--- src/rtl/clkstop_pkg.sv ---
package clkstop_pkg;

    // Number of sideband event lines and their positions in evt_in
    localparam int EVT_N     = 5;
    localparam int EVT_MGMT  = 0;
    localparam int EVT_SINIT = 1;
    localparam int EVT_BINIT = 2;
    localparam int EVT_LOC0  = 3;
    localparam int EVT_LOC1  = 4;

    typedef enum logic [1:0] {
        PS_RUN   = 2'd0,
        PS_GRANT = 2'd1,
        PS_SNOOP = 2'd2
    } pstate_e;

    // Outstanding work that keeps the controller in the snoop detour
    typedef struct packed {
        logic snoop;
        logic itx;
    } snp_pend_t;

    function automatic logic is_stopped(pstate_e s);
        return s != PS_RUN;
    endfunction

endpackage

--- src/rtl/clkstop_fsm.sv ---
module clkstop_fsm
    import clkstop_pkg::*;
(
    input  logic    clk,
    input  logic    rst,
    input  logic    stop_req,
    input  logic    snoop_req,
    input  logic    itx_req,
    input  logic    snoop_done,
    input  logic    itx_ack,
    output pstate_e state,
    output logic    itx_captured
);

    pstate_e   st_q, st_d;
    snp_pend_t pend_q, pend_d;

    always_comb begin
        st_d         = st_q;
        pend_d       = pend_q;
        itx_captured = 1'b0;
        unique case (st_q)
            PS_RUN: begin
                pend_d = '0;
                if (stop_req) st_d = PS_GRANT;
            end
            PS_GRANT: begin
                if (!stop_req) begin
                    st_d = PS_RUN;
                end else if (snoop_req || itx_req) begin
                    st_d         = PS_SNOOP;
                    pend_d.snoop = snoop_req;
                    pend_d.itx   = itx_req;
                end
            end
            PS_SNOOP: begin
                if (pend_q.snoop && snoop_done) pend_d.snoop = 1'b0;
                if (pend_q.itx && itx_ack) begin
                    pend_d.itx   = 1'b0;
                    itx_captured = 1'b1;
                end
                if (!pend_d.snoop && !pend_d.itx) st_d = PS_GRANT;
            end
            default: begin
                st_d   = PS_RUN;
                pend_d = '0;
            end
        endcase
    end

    always_ff @(posedge clk) begin
        if (rst) begin
            st_q   <= PS_RUN;
            pend_q <= '0;
        end else begin
            st_q   <= st_d;
            pend_q <= pend_d;
        end
    end

    assign state = st_q;

    // a stop request in RUN is granted on the next edge
    p_run_to_grant_r2: assert property (@(posedge clk) disable iff (rst)
        (st_q == PS_RUN && stop_req) |=> (st_q == PS_GRANT));

    // withdrawing the request in GRANT returns to RUN
    p_grant_exit_r2: assert property (@(posedge clk) disable iff (rst)
        (st_q == PS_GRANT && !stop_req) |=> (st_q == PS_RUN));

    // with no handshake the detour is held
    p_snoop_hold_r3: assert property (@(posedge clk) disable iff (rst)
        (st_q == PS_SNOOP && !snoop_done && !itx_ack) |=> (st_q == PS_SNOOP));

    // bus requests in RUN without a stop request leave RUN alone
    p_run_ignore_r10: assert property (@(posedge clk) disable iff (rst)
        (st_q == PS_RUN && !stop_req) |=> (st_q == PS_RUN));

endmodule

--- src/rtl/clkstop_evt_bank.sv ---
module clkstop_evt_bank #(
    parameter int W = 5
) (
    input  logic         clk,
    input  logic         rst,
    input  logic         run,
    input  logic [W-1:0] evt_in,
    output logic [W-1:0] svc,
    output logic         any_held
);

    logic [W-1:0] held_q;

    for (genvar i = 0; i < W; i++) begin : g_evt
        logic held;

        always_ff @(posedge clk) begin
            if (rst) held <= 1'b0;
            else     held <= (held & ~svc[i]) | evt_in[i];
        end

        assign held_q[i] = held;
        assign svc[i]    = run & held;

        // a pulse with no fresh assertion is not repeated
        p_svc_once_r6: assert property (@(posedge clk) disable iff (rst)
            (svc[i] && !evt_in[i]) |=> !svc[i]);

        // an assertion in the service cycle survives
        p_keep_new_r7: assert property (@(posedge clk) disable iff (rst)
            (svc[i] && evt_in[i]) |=> held_q[i]);

        // any assertion is captured whatever the state
        p_capture_r5: assert property (@(posedge clk) disable iff (rst)
            evt_in[i] |=> held_q[i]);
    end

    assign any_held = |held_q;

    // nothing is serviced while stopped
    p_quiet_stopped_r5: assert property (@(posedge clk) disable iff (rst)
        !run |-> (svc == '0));

endmodule

--- src/rtl/clkstop_side.sv ---
module clkstop_side (
    input  logic clk,
    input  logic rst,
    input  logic run,
    input  logic core_rst_req,
    input  logic itx_captured,
    input  logic core_if,
    input  logic any_evt_held,
    output logic core_init,
    output logic bus_irq_svc,
    output logic wake
);

    logic rst_req_q;
    logic init_q;
    logic bus_held_q;

    always_ff @(posedge clk) begin
        if (rst) begin
            rst_req_q  <= 1'b0;
            init_q     <= 1'b0;
            bus_held_q <= 1'b0;
        end else begin
            rst_req_q  <= core_rst_req;
            init_q     <= core_rst_req & ~rst_req_q;
            bus_held_q <= (bus_held_q & ~bus_irq_svc) | itx_captured;
        end
    end

    assign core_init   = init_q;
    assign bus_irq_svc = run & bus_held_q & core_if;
    // Masked interrupts still request a wake: core_if is not used here
    assign wake        = !run & (any_evt_held | bus_held_q);

    // the initialise pulse is one cycle wide
    p_init_single_r4: assert property (@(posedge clk) disable iff (rst)
        core_init |=> !core_init);

    // no wake indication while running
    p_wake_run_r8: assert property (@(posedge clk) disable iff (rst)
        run |-> !wake);

    // a held bus interrupt is delivered once
    p_bus_svc_once_r9: assert property (@(posedge clk) disable iff (rst)
        bus_irq_svc |=> !bus_irq_svc);

endmodule

--- src/rtl/clkstop_pwr_ctrl.sv ---
module clkstop_pwr_ctrl
    import clkstop_pkg::*;
#(
    parameter int EVT_W = EVT_N
) (
    input  logic             clk,
    input  logic             rst,
    input  logic             clk_stop_req,
    input  logic             core_rst_req,
    input  logic             snoop_req,
    input  logic             irq_txn_req,
    input  logic             snoop_done,
    input  logic             irq_captured,
    input  logic             core_if,
    input  logic [EVT_W-1:0] evt_in,
    output logic [1:0]       state_o,
    output logic [EVT_W-1:0] svc_o,
    output logic             bus_irq_svc_o,
    output logic             core_init_o,
    output logic             wake_o
);

    pstate_e st;
    logic    run;
    logic    itx_cap;
    logic    evt_any;

    clkstop_fsm u_fsm (
        .clk          (clk),
        .rst          (rst),
        .stop_req     (clk_stop_req),
        .snoop_req    (snoop_req),
        .itx_req      (irq_txn_req),
        .snoop_done   (snoop_done),
        .itx_ack      (irq_captured),
        .state        (st),
        .itx_captured (itx_cap)
    );

    assign run     = !is_stopped(st);
    assign state_o = st;

    clkstop_evt_bank #(.W(EVT_W)) u_evt (
        .clk      (clk),
        .rst      (rst),
        .run      (run),
        .evt_in   (evt_in),
        .svc      (svc_o),
        .any_held (evt_any)
    );

    clkstop_side u_side (
        .clk          (clk),
        .rst          (rst),
        .run          (run),
        .core_rst_req (core_rst_req),
        .itx_captured (itx_cap),
        .core_if      (core_if),
        .any_evt_held (evt_any),
        .core_init    (core_init_o),
        .bus_irq_svc  (bus_irq_svc_o),
        .wake         (wake_o)
    );

    // an initialise pulse seen in GRANT with the request still high leaves the state alone
    p_init_no_move_r4: assert property (@(posedge clk) disable iff (rst)
        (core_init_o && st == PS_GRANT && clk_stop_req && !snoop_req && !irq_txn_req)
            |=> (st == PS_GRANT));

endmodule

--- config.mk ---
export PLATFORM = sky130hd
export DESIGN_NAME = clkstop_pwr_ctrl
export DESIGN_NICKNAME = d
export VERILOG_FILES = /design/src/rtl/clkstop_pkg.sv /design/src/rtl/clkstop_fsm.sv /design/src/rtl/clkstop_evt_bank.sv /design/src/rtl/clkstop_side.sv /design/src/rtl/clkstop_pwr_ctrl.sv
export SDC_FILE = /design/constraint.sdc
export NUM_CORES = 1
export LEC_CHECK = 0
export BUFFER_PORTS_ARGS = -buffer_cell sky130_fd_sc_hd__buf_4
export CAP_MARGIN = 20
export CORE_AREA = 2 2 39 41
export CTS_BUF_LIST = sky130_fd_sc_hd__clkbuf_8
export DETAILED_ROUTE_END_ITERATION = 7
export DIE_AREA = 0 0 41 43
export GPL_TIMING_DRIVEN = 0
export HOLD_SLACK_MARGIN = 0.05
export PLACE_DENSITY = 0.81
export SLEW_MARGIN = 0
export SYNTH_ARGS = -nofsm -noshare
export SYNTH_HDL_FRONTEND = slang
export SYNTH_HIERARCHICAL = 1
export SYNTH_SLANG_ARGS = --single-unit
--- constraint.sdc ---
create_clock -name clk -period 2.46 [get_ports clk]
set_input_delay 0.492 -clock clk [delete_from_list [all_inputs] [get_ports clk]]
set_output_delay 0.492 -clock clk [all_outputs]
set_load 0.005 [all_outputs]
# --- After elaboration in Yosys (flattened, before gate mapping) ---
# Index checks and enable logic that the tools add are counted.
classes:
  n_reduce_logical: 12
  eq_ne: 7
  mux: 14
  n_bitwise: 29
ops:
  columns: ["cell", "n"]
  rows:
  - ["$and A1 B1 Y1", 15]
  - ["$mux W2", 6]
  - ["$not A1 Y1", 7]
  - ["$or A1 B1 Y1", 7]
  - ["$mux W1", 6]
  - ["$pmux W2 S3", 1]
  - ["$reduce_or A5 Y1", 1]
  - ["$ne A2 B1 Y1 const B", 2]
  - ["$ne A2 B2 Y1 const B", 2]
  - ["$pmux W2 S2", 1]
  - ["$logic_and A1 B1 Y1", 3]
  - ["$logic_not A1 Y1", 3]
  - ["$ne A3 B2 Y1 const B", 1]
  - ["$reduce_and A3 Y1", 1]
  - ["$eq A2 B1 Y1 const B", 1]
  - ["$eq A2 B2 Y1 const B", 1]
  - ["$logic_not A2 Y1", 1]
  - ["$reduce_and A2 Y1", 1]
  - ["$reduce_bool A2 Y1", 1]
  - ["$logic_or A1 B1 Y1", 1]
word_totals:
  reg_bits: 12
  in_bits: 14
  elab_cells: 73

# --- Depth between registers and ports, before layout ---
# Gate-level depths: netlist (run 1).
logic_depth:
  word_depth: 7
  ltp_mapped: 6
  ltp_nobuf: 6

# --- Hierarchy ---
# The synthesis (run 1) kept the hierarchy.
by_module_without_submodules:
  columns: ["module", "area_per_inst_um2", "n_inst", "cells_each"]
  rows:
  - ["clkstop_fsm", 340.3, 1, 36]
  - ["clkstop_evt_bank", 225.2, 1, 28]
  - ["clkstop_side", 107.6, 1, 10]
  - ["clkstop_pwr_ctrl", 3.8, 1, 1]

# --- Worst setup path after synthesis (run 1) ---
# OpenSTA, ideal clock, no wires.
synth_path:
  path_type: "register -> register"
  from: "register u_fsm.st_q[0] (netlist: u_fsm/state[0])"
  to: "register u_fsm.st_q[0] (netlist: u_fsm/state[0])"
  n_path_buf: 0
  synth_period_minus_slack_ps: 1450
  path_stages_with_launch: 7
  slack_ps: 1010
  setup_ps: 96
  arrival_time_ps: 1355
  required_time_ps: 2364
  path_cell_list: "dfxtp_1 -> inv_1 -> ha_1 -> nor2b_1 -> a31oi_2 -> nand2_2 -> o41ai_2"
synth_between:
  elab_chain_cells: 3
  word_cells_on_any_way: 8
  classes_between: "5 x eq/ne; 1 x mux; 2 x reduce/logical"
synth_rtl:
  columns: ["item", "line_no", "source"]
  rows:
  - ["start: declaration", "clkstop_fsm.sv:15", "pstate_e st_q, st_d;"]
  - ["start signal: assignment", "clkstop_fsm.sv:56", "st_q <= st_d;"]
  - ["$eq A2 B1 Y1 (tied with other cells)", "clkstop_fsm.sv:22", "unique case (st_q)"]
  - ["$ne A3 B2 Y1 (no line) (tied with other cells)", null, null]
  - ["$reduce_and A3 Y1 (no line)", null, null]
# Several ways; a longest one is shown, not always the timed one.
# A chain may end at the register's enable or synchronous reset.

# --- Worst setup path after layout (run 1) ---
layout_path:
  from: "register u_fsm.st_q[1] (netlist: u_fsm/state[1])"
  to: "output bus_irq_svc_o"
layout_between:
  elab_chain_cells: 4
layout_rtl:
  columns: ["item", "line_no", "source"]
  rows:
  - ["$reduce_bool A2 Y1", "clkstop_pkg.sv:24", "return s != PS_RUN;"]
  - ["$logic_not A1 Y1", "clkstop_pwr_ctrl.sv:40", "assign run = !is_stopped(st);"]
  - ["named net run", "clkstop_pwr_ctrl.sv:24", "logic run;"]
  - ["$and A1 B1 Y1 (2 in series)", "clkstop_side.sv:31", "assign bus_irq_svc = run & bus_held_q & core_if;"]
  - ["end: declaration", "clkstop_pwr_ctrl.sv:18", "output logic bus_irq_svc_o,"]
# The timed path passes the listed nets, and every way through them passes these cells.

==> results.yml, run 1 <==
yosys:
  netlist_instances: 75
  synthXorXnorAreaFrac: 0
  syn_area_per_cell_um2: 9.03
  synth_top_family_by_area: "simple AND/OR/NAND/NOR gates"
  synthAdderAreaFrac: 0.111
  netlist_area_um2: 677
  synthMuxAreaShare: 0
  synth_compound_area_frac: 0.220
  synth_cell_type_count: 25
  yosysSeqAreaShare: 0.355
  synth-simple-area-share: 0.275
  ys_ff_latch: 12
  syn_nets: 95
  synth_warnings: 6
grt:
  grt-ovfl-total: 0
  antenna_found_initial: 0
  grt_max_degree: 14
  grt_usage: 0.161
  grt_first_pass_wirelength_um: 1950
  grt_pass1_vias: 510
finish:
  syn_to_final_growth_pct: 36.6
  fin_nets: 123
  fillers: 124
  layout-drive-gt1-share: 0.431
  design_area_um2: 925
  final_common_cell: "buf_4"
  antenna_cells: 0
  final_cell_mix: "23 x buf_4, 12 x dfxtp_1, 7 x inv_1, 7 x a21oi_1"
  fin_cells: 118
cts:
  root_buffer: "clkbuf_8"
  post_cts_buffers: 0
  cts-buffers-inserted: 3
  clock_sinks: 12
  insertion_delay_ns: 0.23
  cts_tree: "yes"
  clk_pin_slew_ns: 0.05
  ctsHoldBuffers: 0
  clk_path_buf_depth: 2
  cts_max_level: 1
  cts_resized: 0
power_and_ir_drop:
  ir_drop_mv: 0.403
  leakage_nw: 0.435
  p_per_area_mw_per_mm2: 648
  power_mw: 0.599
die:
  core_mm2: 0.00138
  dieWidth_um: 41
  die_y_um: 43
  start_util: 0.489
  dieArea_mm2: 0.00176
  num_rows: 14
  pin_count: 24
placed_design:
  dpl-instance-area_um2: 870
  io_buffers: 23
  dp.cells: 114
  place.gp.congestion: 0.765
  hpwl_um: 933
setup_path:
  critPathArrivalTime_ns: 1.46
  rr_startpoint: "u_fsm/state[0]$_SDFFE_PP0P_"
  r2r_end: "u_fsm/state[0]$_SDFFE_PP0P_"
  reg2reg_slack_ns: 0.90
  cp-endpoint: "bus_irq_svc_o"
  required_ns: 1.97
  cp_cell_sequence: "nor2_1 -> and3_2 -> buf_4"
  slowest_stage: "nor2_1"
  critPathLaunchType: "flop"
  max_stage_delay_ns: 0.48
  cp_max_fo: 13
  end_kind: "output port"
  crit_type: "reg -> out"
  startpoint: "u_fsm/state[1]$_SDFFE_PP0P_"
  reg2regPathDepth: 6
timing:
  relSlewSlack: 0.624
  finalHoldViolCount: 0
  finalSetupViolations: 0
  min_period_over_period: 0.793
  fin_setup_tns_ns: 0
  fin_crit_ns: 1.95
  whs_ns: 0.382
  tightestPinTransition_ns: 0.562
  rsz0062_at_grt: "false"
  max_freq_ghz: 0.513
  slew_viol_final: 0
  worst_clock_skew_ns: 0.00262
min_path:
  hold_path_class: "reg -> reg"
routing:
  routedWlPerCell_um: 10.2
  drt_iter0_markers: 3
  drc_errors: 0
  detail-route-antenna-nets: 0
  first_pass_iters: 4
  via_per_inst: 4.92
  vias: 580
  wl_um: 1210
job:
  maxCapViolCount: 0
status:
  status: "finished, final reports clean"
## kinds of logic (layout without fill, tap and decap cells)
kind of cell | after synthesis | count (layout)
AOI/OAI and AO/OA | 18 | 18
adders and majority gates | 6 | 6
buffers and inverters | 7 | 34
DFF | 12 | 12
and+or+nand+nor | 32 | 32
## worst min-delay path by stage
stage          slack [ns]                          end                        start  cells after the start
4_1_cts              0.38  u_side/core_init$_SDFF_PP0_  u_side/rst_req_q$_SDFF_PP0_                      1
6_report             0.38  u_side/core_init$_SDFF_PP0_  u_side/rst_req_q$_SDFF_PP0_                      1
2_1_floorplan        0.37  u_side/core_init$_SDFF_PP0_  u_side/rst_req_q$_SDFF_PP0_                      1
5_1_grt              0.40  u_side/core_init$_SDFF_PP0_  u_side/rst_req_q$_SDFF_PP0_                      1
3_5_place_dp         0.38  u_side/core_init$_SDFF_PP0_  u_side/rst_req_q$_SDFF_PP0_                      1
3_3_place_gp         0.37  u_side/core_init$_SDFF_PP0_  u_side/rst_req_q$_SDFF_PP0_                      1
## metal layers
layer | routed length, um | GRT usage | up-vias
met5 | 0 | 0 | -
met4 | 5 | 0.0800 | 0
met3 | 98 | 0.0314 | 2
met2 | 553 | 0.253 | 20
met1 | 548 | 0.198 | 250
li1 | - | - | 308
## Yosys cell counts
cell / number / area (um^2)
and3_2: 2 / 15.0
nand2b_1: 5 / 31.3
inv_1: 7 / 26.3
nand2_1: 3 / 11.3
o41ai_2: 1 / 16.3
nor2b_1: 2 / 12.5
nor2_1: 6 / 22.5
a22o_1: 1 / 8.76
a211o_2: 2 / 20.0
a31oi_2: 1 / 12.5
o21ai_0: 1 / 5.00
nand3_1: 4 / 20.0
a21oi_1: 7 / 35.0
and2_2: 5 / 37.5
nor2b_2: 2 / 17.5
nor3_1: 1 / 5.00
o21ba_2: 1 / 10.0
and2b_1: 1 / 7.51
ha_1: 6 / 75.1
o31ai_1: 1 / 7.51
a21boi_1: 1 / 7.51
a22o_2: 1 / 10.0
o21ai_4: 1 / 16.3
dfxtp_1: 12 / 240
nand2_2: 1 / 6.26
## report_power, final
part	internal, mW	total (mW)	switching (mW)
sequential	0.210	0.224	0.0142
combinational	0.0901	0.167	0.0768
clock	0.141	0.208	0.0669
## worst max-delay path, delay by kind of cell, from the launching register on
family,cells,cell delay [ns]
buffers and inverters,1,0.10
DFF,1,0.36
and+or+nand+nor,2,0.76
## area by class of cell
class / instances / area [um^2] / area share
clock buffer: 4 / 55.1 / 0.0595
inverter: 7 / 26.3 / 0.0284
multi-input combinational: 56 / 410 / 0.444
sequential: 12 / 240 / 0.260
tap: 16 / 20.0 / 0.0217
timing repair buffer: 23 / 173 / 0.187
## through the flow
step                      worst slack (ns)   util
after floorplan                       1.01      -
after global placement               0.776  0.628
after detailed placement             0.780  0.628
after CTS                            0.500  0.668
after global routing                 0.369  0.668
final                                0.510  0.668
## state kept, by name, summed over array words and instances, names as in the netlist
register	flops
u_side/rst_req_q	1
u_side/bus_held_q	1
u_evt/g_evt.held	5
u_side/core_init	1
u_fsm/pend_q	2
u_fsm/state	2
Note: power is estimated with default switching activity, not from simulation.
==> inputs of run 2 (changes only) <==
--- a/config.mk
+++ b/config.mk
@@ -7,13 +7,12 @@
 export LEC_CHECK = 0
 export BUFFER_PORTS_ARGS = -buffer_cell sky130_fd_sc_hd__buf_4
 export CAP_MARGIN = 20
-export CORE_AREA = 2 2 39 41
+export CORE_UTILIZATION = 45
 export CTS_BUF_LIST = sky130_fd_sc_hd__clkbuf_8
 export DETAILED_ROUTE_END_ITERATION = 7
-export DIE_AREA = 0 0 41 43
 export GPL_TIMING_DRIVEN = 0
 export HOLD_SLACK_MARGIN = 0.05
-export PLACE_DENSITY = 0.81
+export PLACE_DENSITY = 0.76
 export SLEW_MARGIN = 0
 export SYNTH_ARGS = -nofsm -noshare
 export SYNTH_HDL_FRONTEND = slang
==> constraint.sdc (replaced) <==
create_clock -name clk -period 1.7 [get_ports clk]
set_input_delay 0.34 -clock clk [delete_from_list [all_inputs] [get_ports clk]]
set_output_delay 0.34 -clock clk [all_outputs]
set_load 0.005 [all_outputs]
==> run 2 against run 1 <==
Net effect:
- flip-flop and latch count did not move
- non-clock buffer count did not move
- final cell count fell by 0.85%
- register-to-register slack got worse by 0.72 ns
- routed wire length rose by 16%
- critical path depth did not move
- critical endpoint unchanged
- largest power group unchanged
- highest routed layer is now met3
==> results.yml, run 2 (synthesis gave the netlist of run 1 again) <==
job:
  maxCapViolCount: 0
cts:
  clock_sinks: 12
  clk_path_buf_depth: 2
  insertion_delay_ns: 0.24
  cts_tree: "yes"
  cts-buffers-inserted: 3
  root_buffer: "clkbuf_8"
  cts_max_level: 1
  ctsHoldBuffers: 0
  clk_pin_slew_ns: 0.06
power_and_ir_drop:
  ir_drop_mv: 0.738
  swShare: 0.278
  switchingPower_mw: 0.247
  clkPwrFrac: 0.352
  power_frac_seq: 0.368
  leakage_nw: 0.436
  power.internal_mw: 0.641
  combinationalPowerShare: 0.279
  p_per_area_mw_per_mm2: 957
placed_design:
  io_buffers: 23
  hpwl_um: 1070
  place.gp.congestion: 0.786
timing:
  min_period_over_period: 0.938
  relSlewSlack: 0.759
  finalHoldViolCount: 0
  finalSetupViolations: 0
  fin_crit_ns: 1.59
  slew_viol_final: 0
  fin_setup_tns_ns: 0
  max_freq_ghz: 0.627
  rsz0062_at_grt: "false"
  worst_clock_skew_ns: 0.00219
  tightestPinTransition_ns: 0.361
finish:
  final_util: 0.688
  regMostFlops: "u_evt/g_evt.held"
  layout-drive-gt1-share: 0.461
  final_common_cell: "buf_4"
  final_cell_mix: "23 x buf_4, 10 x dfxtp_1, 7 x inv_1, 7 x a21oi_1, 6 x ha_1"
  fin_nets: 123
  antenna_cells: 0
  largest_reg_flops: 5
  syn_to_final_growth_pct: 37.2
setup_path:
  end_kind: "output port"
  crit_type: "reg -> out"
  slowest_stage: "dfxtp_2"
  critPathLaunchType: "flop"
  critPathArrivalTime_ns: 1.25
  cp_cell_sequence: "nor2_2 -> and3_2 -> buf_4"
  required_ns: 1.36
  max_stage_delay_ns: 0.35
  cp_max_fo: 13
status:
  status: "finished, final reports clean"
die:
  core_mm2: 0.00135
  die_y_um: 40.8
  num_rows: 13
  dieWidth_um: 40.8
  pin_count: 24
  dieArea_mm2: 0.00166
  start_util: 0.501
routing:
  vias: 601
  drc_errors: 0
  via_per_inst: 5.14
  first_pass_iters: 5
  detail-route-antenna-nets: 0
  wl_um: 1400
  drt_iter0_markers: 17
  routedWlPerCell_um: 11.9
grt:
  grt_pass1_vias: 527
  grt-ovfl-total: 0
  grt_first_pass_wirelength_um: 2160
  grt_usage: 0.203
  antenna_found_initial: 0
  grt_max_degree: 14
min_path:
  hold_path_class: "in -> reg"
[run 2: cell types whose count changed in the layout (fill, tap and decap cells not counted)]
cell / delta
dfxtp_1: -2
dfxtp_2: +2
nor2_1: -1
nor2_2: +1
[run 2: area by class of cell]
cell class / instances / area, um^2
Fill cell: 123 / 422
Multi-Input combinational cell: 56 / 413
Sequential cell: 12 / 243
Timing Repair Buffer: 23 / 173
Clock buffer: 4 / 55.1
Inverter: 7 / 26.3
Tap cell: 15 / 18.8
[run 2: final timing paths]
check,start,to,cells past startpoint,slack (ns)
worst max-delay path,u_fsm/state[1]$_SDFFE_PP0P_,bus_irq_svc_o,3,0.11
worst min-delay path,evt_in[4],u_evt/g_evt[4].held$_SDFF_PP0_,3,0.34
worst max register to register,u_fsm/state[0]$_SDFFE_PP0P_,u_fsm/state[0]$_SDFFE_PP0P_,6,0.18
worst min register to register,u_side/rst_req_q$_SDFF_PP0_,u_side/core_init$_SDFF_PP0_,1,0.40
[run 2: timing repair]
item / in CTS / in global routing
setup buffers: 0 / 0
resized for setup: 1 / 2
endpoints found under the setup margin: 6 / 6
cloned: 0 / 0
[run 2: power by group through the flow]
stage	Sequential, mW	Clock, mW	Combinational, mW
2_1_floorplan	0.327	0	0.144
3_3_place_gp	0.329	0	0.238
3_5_place_dp	0.330	0	0.246
4_1_cts	0.326	0.321	0.247
5_1_grt	0.330	0.338	0.279
6_report	0.327	0.313	0.248
[run 2: routing by layer]
metal,vias to the layer above,wire length (um),GRT usage
li1,309,-,-
met1,268,572,0.246
met2,24,714,0.324
met3,0,109,0.0652
met4,0,0,0.0917
met5,-,0,0
[run 2: through the flow]
step	area, um^2	hold WS (ns)	cells	worst slack, ns	power (mW)
after CTS	926	0.338	117	0.0654	0.894
after global placement	868	0.383	113	0.172	0.567
final	928	0.339	117	0.106	0.888
after global routing	928	0.343	117	0.00492	0.947
after floorplan	677	0.367	75	0.250	0.471
after detailed placement	868	0.406	113	0.119	0.576
[run 2: worst max-delay path, delay by kind of cell (launching register included)]
kind / cells / cell delay (ns)
buffers and inverters: 1 / 0.10
AND/OR/NAND/NOR: 2 / 0.56
flip-flops: 1 / 0.35
